File: src/rtl/dt_pkg.sv
package dt_pkg;

    localparam int DEAD_DEFAULT  = 8;
    localparam int SYNC_DEFAULT  = 2;
    localparam int PHASE_DEFAULT = 3;

    typedef struct packed {
        logic hi;
        logic lo;
    } gate_pair_t;

    function automatic int cnt_width(input int dead);
        return (dead < 1) ? 1 : $clog2(dead + 1);
    endfunction

endpackage

File: src/rtl/dt_sync.sv
module dt_sync #(
    parameter int WIDTH  = 3,
    parameter int STAGES = 2
) (
    input  logic             clk,
    input  logic             rst,
    input  logic [WIDTH-1:0] d_async,
    output logic [WIDTH-1:0] q_sync
);
    logic [WIDTH-1:0] stg [STAGES];

    always_ff @(posedge clk) begin
        if (rst) begin
            for (int k = 0; k < STAGES; k++) stg[k] <= '0;
        end else begin
            stg[0] <= d_async;
            for (int k = 1; k < STAGES; k++) stg[k] <= stg[k-1];
        end
    end

    assign q_sync = stg[STAGES-1];
endmodule

File: src/rtl/dt_channel.sv
module dt_channel
    import dt_pkg::*;
#(
    parameter int DEAD = DEAD_DEFAULT
) (
    input  logic       clk,
    input  logic       rst,
    input  logic       lvl,
    input  logic       en,
    output gate_pair_t gate
);
    localparam int CW = cnt_width(DEAD);
    localparam logic [CW-1:0] FULL_LOAD = CW'(DEAD);
    localparam logic [CW-1:0] EDGE_LOAD = CW'(DEAD - 1);

    logic          lvl_d;
    logic [CW-1:0] cnt;
    logic          settled;

    // Edge cycle: lvl differs from lvl_d, so neither gate is on.
    // The preload of DEAD-1 lands the turn-on DEAD edges after lvl moved.
    always_ff @(posedge clk) begin
        if (rst) begin
            lvl_d <= 1'b0;
            cnt   <= FULL_LOAD;
        end else begin
            lvl_d <= lvl;
            if (!en)
                cnt <= FULL_LOAD;
            else if (lvl != lvl_d)
                cnt <= EDGE_LOAD;
            else if (cnt != '0)
                cnt <= cnt - 1'b1;
        end
    end

    assign settled = (cnt == '0);

    always_comb begin
        gate.hi = en & settled &  lvl &  lvl_d;
        gate.lo = en & settled & ~lvl & ~lvl_d;
    end
endmodule

File: src/rtl/deadband_gen.sv
module deadband_gen
    import dt_pkg::*;
#(
    parameter int NUM_CH      = PHASE_DEFAULT,
    parameter int DEAD_CLKS   = DEAD_DEFAULT,
    parameter int SYNC_STAGES = SYNC_DEFAULT
) (
    input  logic              clk,
    input  logic              rst,
    input  logic [NUM_CH-1:0] ctl_in,
    input  logic              en_all,
    input  logic [NUM_CH-1:0] en_ch,
    output logic [NUM_CH-1:0] hi_out,
    output logic [NUM_CH-1:0] lo_out
);
    logic [NUM_CH-1:0] sync_lvl;
    logic [NUM_CH-1:0] ch_ok;
    gate_pair_t        gates [NUM_CH];

    dt_sync #(
        .WIDTH (NUM_CH),
        .STAGES(SYNC_STAGES)
    ) sync_i (
        .clk    (clk),
        .rst    (rst),
        .d_async(ctl_in),
        .q_sync (sync_lvl)
    );

    assign ch_ok = en_ch & {NUM_CH{en_all}};

    for (genvar g = 0; g < NUM_CH; g++) begin : g_phase
        dt_channel #(
            .DEAD(DEAD_CLKS)
        ) ch_i (
            .clk (clk),
            .rst (rst),
            .lvl (sync_lvl[g]),
            .en  (ch_ok[g]),
            .gate(gates[g])
        );
        assign hi_out[g] = gates[g].hi;
        assign lo_out[g] = gates[g].lo;
    end
endmodule

File: config.mk
export PLATFORM = sky130hd
export DESIGN_NAME = deadband_gen
export DESIGN_NICKNAME = d
export VERILOG_FILES = /design/src/rtl/dt_pkg.sv /design/src/rtl/dt_sync.sv /design/src/rtl/dt_channel.sv /design/src/rtl/deadband_gen.sv
export SDC_FILE = /design/constraint.sdc
export NUM_CORES = 1
export LEC_CHECK = 0
export BUFFER_PORTS_ARGS = -buffer_cell sky130_fd_sc_hd__buf_2
export CORE_MARGIN = 2
export CORE_UTILIZATION = 30
export DETAILED_ROUTE_END_ITERATION = 10
export PLACE_DENSITY = 0.56
export SLEW_MARGIN = 20
export SYNTH_ARGS = -nofsm -noshare
export SYNTH_HDL_FRONTEND = slang
export SYNTH_SLANG_ARGS = --single-unit
File: constraint.sdc
create_clock -name clk -period 4.9 [get_ports clk]
set_clock_uncertainty 0.15 [all_clocks]
set_input_delay 0.735 -clock clk [delete_from_list [all_inputs] [get_ports clk]]
set_output_delay 0.735 -clock clk [all_outputs]
set_load 0.01 [all_outputs]
[After elaboration in Yosys (flattened, before gate mapping)]
Memories as Yosys holds them, arrays and structs flattened.
Index checks and enable logic that the tools add are counted.
Word-level totals
  bits in registers: 15
  RAM bits: 6
  bits of input ports: 9
  word-level logic and storage cells: 63
  memories kept: 1
Cells by class
  add/sub/neg operators: 3
  equality and inequality tests: 3
  mux-type cells: 11
  bitwise operators: 27
  reductions and logical operators: 12
Memory list
  sync_i.stg: depth 2, width 3, read ports 2, clocked after Yosys merged registers in 0, wr ports 2, line dt_sync.sv:10  | logic [WIDTH-1:0] stg [STAGES];
Operators with widths (number)
  $mux 4: 6
  $and 1x1->1: 15
  $logic_not 4->1: 3
  $reduce_bool 4->1: 3
  $sub 4x1->4 const B: 3
  $not 1->1: 9
  $mux 3: 2
  $reduce_bool 2->1: 3
  $reduce_or 2->1: 3
  $and 3x3->3: 1
  $mux 1: 3
  $ne 1x1->1: 3
  $or 1x1->1: 2

[Depth between registers and ports, before layout]
  word-level depth: 4
  gate-level depth with buffers: 6
  depth with buffers taken out: 5

[Modules after synthesis]
From an unflattened synthesis, not the netlist that was laid out.
Unflattened totals
  cell total of the unflattened synthesis: 105
  area, all modules: 1017.2 um^2
By module, submodules not included
  dt_channel: instances 3, cells each 29, area each 272.8 um^2
  dt_sync: instances 1, cells each 15, area each 180.2 um^2
  deadband_gen: instances 1, cells each 3, area each 18.8 um^2

[Worst setup path after synthesis]
OpenSTA, ideal clock, no wires.
  kind: flip-flop to output port
  start: register g_phase[0].ch_i.cnt[0]
  end: output lo_out[0]
  data arrival time: 1399 ps
  required time: 4015 ps
  setup slack: 2616 ps
  cell stages (with the launch flop): 6
  buffers on the path: 1
  cell sequence: dfxtp_1 -> inv_1 -> ha_1 -> or3b_1 -> buf_6 -> nor4_1
Between the ends
  cells in the longest elaborated chain, start to end: 4
RTL lines
  from (decl): line dt_channel.sv:17  | logic [CW-1:0] cnt;
  from (signal assigned): line dt_channel.sv:33  | cnt <= cnt - 1'b1;
  $logic_not 4->1: line dt_channel.sv:37  | assign settled = (cnt == '0);
  $and 1x1->1 (3 in series): line dt_channel.sv:41  | gate.lo = en & settled & ~lvl & ~lvl_d;
  to (decl): line deadband_gen.sv:14  | output logic [NUM_CH-1:0] lo_out
No other way between the ends.

[Worst setup path in the final report]
  start: register g_phase[1].ch_i.cnt[0]
  end: output lo_out[1]
Between the ends
  cells in the longest elaborated chain, start to end: 4
RTL lines (line)
  from (decl): dt_channel.sv:17
  from (signal assigned): dt_channel.sv:33
  $logic_not 4->1: dt_channel.sv:37
  $and 1x1->1 (3 in series): dt_channel.sv:41
No other way between the ends.

==> reports/metrics.cfg <==
[flow_run]
drv_cap = 0

[cts]
clockRootBuffer = clkbuf_4
clkTransAtPathRegs_ns = 0.12
cts.sinks = 21
post_cts_buffers = 0
cts.path.max_buffers = 2
clk_latency_ns = 0.29
htreeDepth = 1
cts_tree = done
cts_buffers = 3
holdBufCountCts = 0
cts_resized = 0

[final_layout]
finalNetCount = 131
n_antenna_cell = 0
design_area_um2 = 1094
layout_common_cells = dfxtp_1, buf_2, nor2b_1, nand2_1
area_delta_synth_final_pct = 14.25
fill_cells = 351
regArea_um2 = 420.4
layout-drive-gt1-share = 0.2174
final_common_cell = dfxtp_1
multi_input_area_um2 = 499.2

[critical_path]
cp_slowest_cell = or3b_4
worst_ep_required_time_ns = 4.01
crit_path_end_kind = output pin
cp.arrival_ns = 1.82
cpPeakStageDelay_ns = 0.41
start_kind = flip-flop
worstSetupPathType = flip-flop to output pin
cp_max_fo = 5
crit_chain = inv_1 > ha_1 > or3b_4 > nor4_1 > buf_2

[route]
vias = 701
drc = 0
wl_per_cell_um = 9.836
firstDrtPassIters = 4
antenna_left = 0
drt-total-wl_mm = 1.564
dr.first_iter.drc_count = 14
via_per_inst = 4.409

[run_status]
status = completed

[synthesis]
ys_warn_count = 0
synthesis.nets = 114
synth_edf_count = 0
yosys-top-cells-area = dfxtp_1, ha_1, nor2b_1
synth_cell_type_count = 25
yosysSeqAreaShare = 0.4392
synth_top_cell_area_share = 0.4392
ys_seq_elements = 21
netlist_area_um2 = 957.2
ys.flop_type = dfxtp_1
synth_top_area_cell = dfxtp_1
postSynthAreaPerCell_um2 = 9.668
syn_inst = 99
synthArstFlopShare = 0

[global_routing]
grt-ovfl-total = 0
grt_use_total = 0.1040
grt_max_degree = 13
grt_pass1_vias = 694
grt_pass1_wl_mm = 2.842
grt_antenna_before_repair = 0

[hold_path]
holdCritPathClass = flip-flop to flip-flop

[die]
core_um2 = 3053
die_y_um = 60.49
pin_count = 15
start_util = 0.3135
row_count = 20
dieArea_um2 = 3658
dieWidth_um = 60.49

[sta]
relSlewSlack = 0.7703
finalCriticalPeriod_ns = 2.704
tightest_slew_ns = 0.3420
setup_tns_ns = 0
drv_slew = 0
whs_ns = 0.3001
rsz0062_at_grt = no
setup_viol = 0
finalHoldViolCount = 0
max_freq_mhz = 369.8
period_share = 0.5518

[placed_design]
dp_hpwl_mm = 1.203
io_buffers = 14
placed_cell_area_um2 = 1067
gp_congestion = 0.7495

[power_and_ir_drop]
power_uw = 304.3
power_leakage_uw = 0.0004385
powerDensity_nw_per_um2 = 278.3
ir_drop_mv = 0.1196

[layer usage]
layer  wire length, um  up-vias  track usage
met4                17        0      0.05590
met5                 0        -            0
met1               739      323       0.1178
met3                51        2      0.02132
li1                  -      369            -
met2               755        7       0.1832
[path summary, 6_finish.rpt]
check | from | to | slack (ns) | cells past startpoint
hold reg to reg | sync_i.stg[0][2] | sync_i.stg[0][5] | 0.30 | 1
hold / removal | sync_i.stg[0][2] | sync_i.stg[0][5] | 0.30 | 1
setup / recovery | g_phase[1].ch_i.cnt[0] | lo_out[1] | 2.20 | 5
setup reg to reg | g_phase[1].ch_i.cnt[0] | g_phase[1].ch_i.cnt[1] | 3.17 | 5
[critical path: cells and delay by family, from the launching register on]
| kind | cells | cell delay, ns |
|---|---|---|
| fa+ha+maj | 1 | 0.17 |
| buf+inv | 2 | 0.27 |
| flops | 1 | 0.36 |
| simple gates | 2 | 0.71 |
[area by class of cell]
type,count,area share
Multi-Input combinational cell,70,0.4565
Sequential cell,21,0.3844
Timing Repair Buffer,14,0.06407
Tap cell,44,0.05034
Clock buffer,4,0.02403
Inverter,6,0.02059
[flip-flops by register name, summed over array words and instances, names as in the netlist]
register	flops
g_phase.ch_i.cnt	12
sync_i.stg	6
g_phase.ch_i.lvl_d	3
[cells in the mapped netlist, types with 3 or more instances]
master and n:
a221oi_1 4, nand2_1 7, nor2b_1 9, xnor2_1 4, dfxtp_1 21, ha_1 6, nor4_1 3, nand2b_1 4
xor2_1 4, or2_2 3, inv_1 6, nor2_1 4, nor3_1 6
[cell families (layout without fill, tap and decap cells)]
kind of cell	after synthesis	in the layout	synth area share
adders and majority gates	6	6	0.07843
xor gates and xnor gates	8	8	0.07320
and+or+nand+nor	43	43	0.2601
muxes	1	1	0.01568
buffers and inverters	8	24	0.03921
DFF	21	21	0.4392
AOI/OAI and AO/OA	12	12	0.09411
[report_power, final]
| group | internal [uW] | switching, uW | total, uW |
|---|---|---|---|
| Combinational | 19.5 | 18.7 | 38.2 |
| Clock | 31.7 | 50.3 | 82.0 |
| Sequential | 178 | 5.74 | 184 |
[per-stage QoR]
step / worst slack (ns) / util / std cells
2_1_floorplan: 2.616 / - / 99
3_3_place_gp: 2.600 / 0.3496 / 155
3_5_place_dp: 2.544 / 0.3496 / 155
4_1_cts: 2.191 / 0.3582 / 159
5_1_grt: 2.072 / 0.3582 / 159
6_report: 2.196 / 0.3582 / 159
Note: power is estimated with default switching activity, not from simulation.
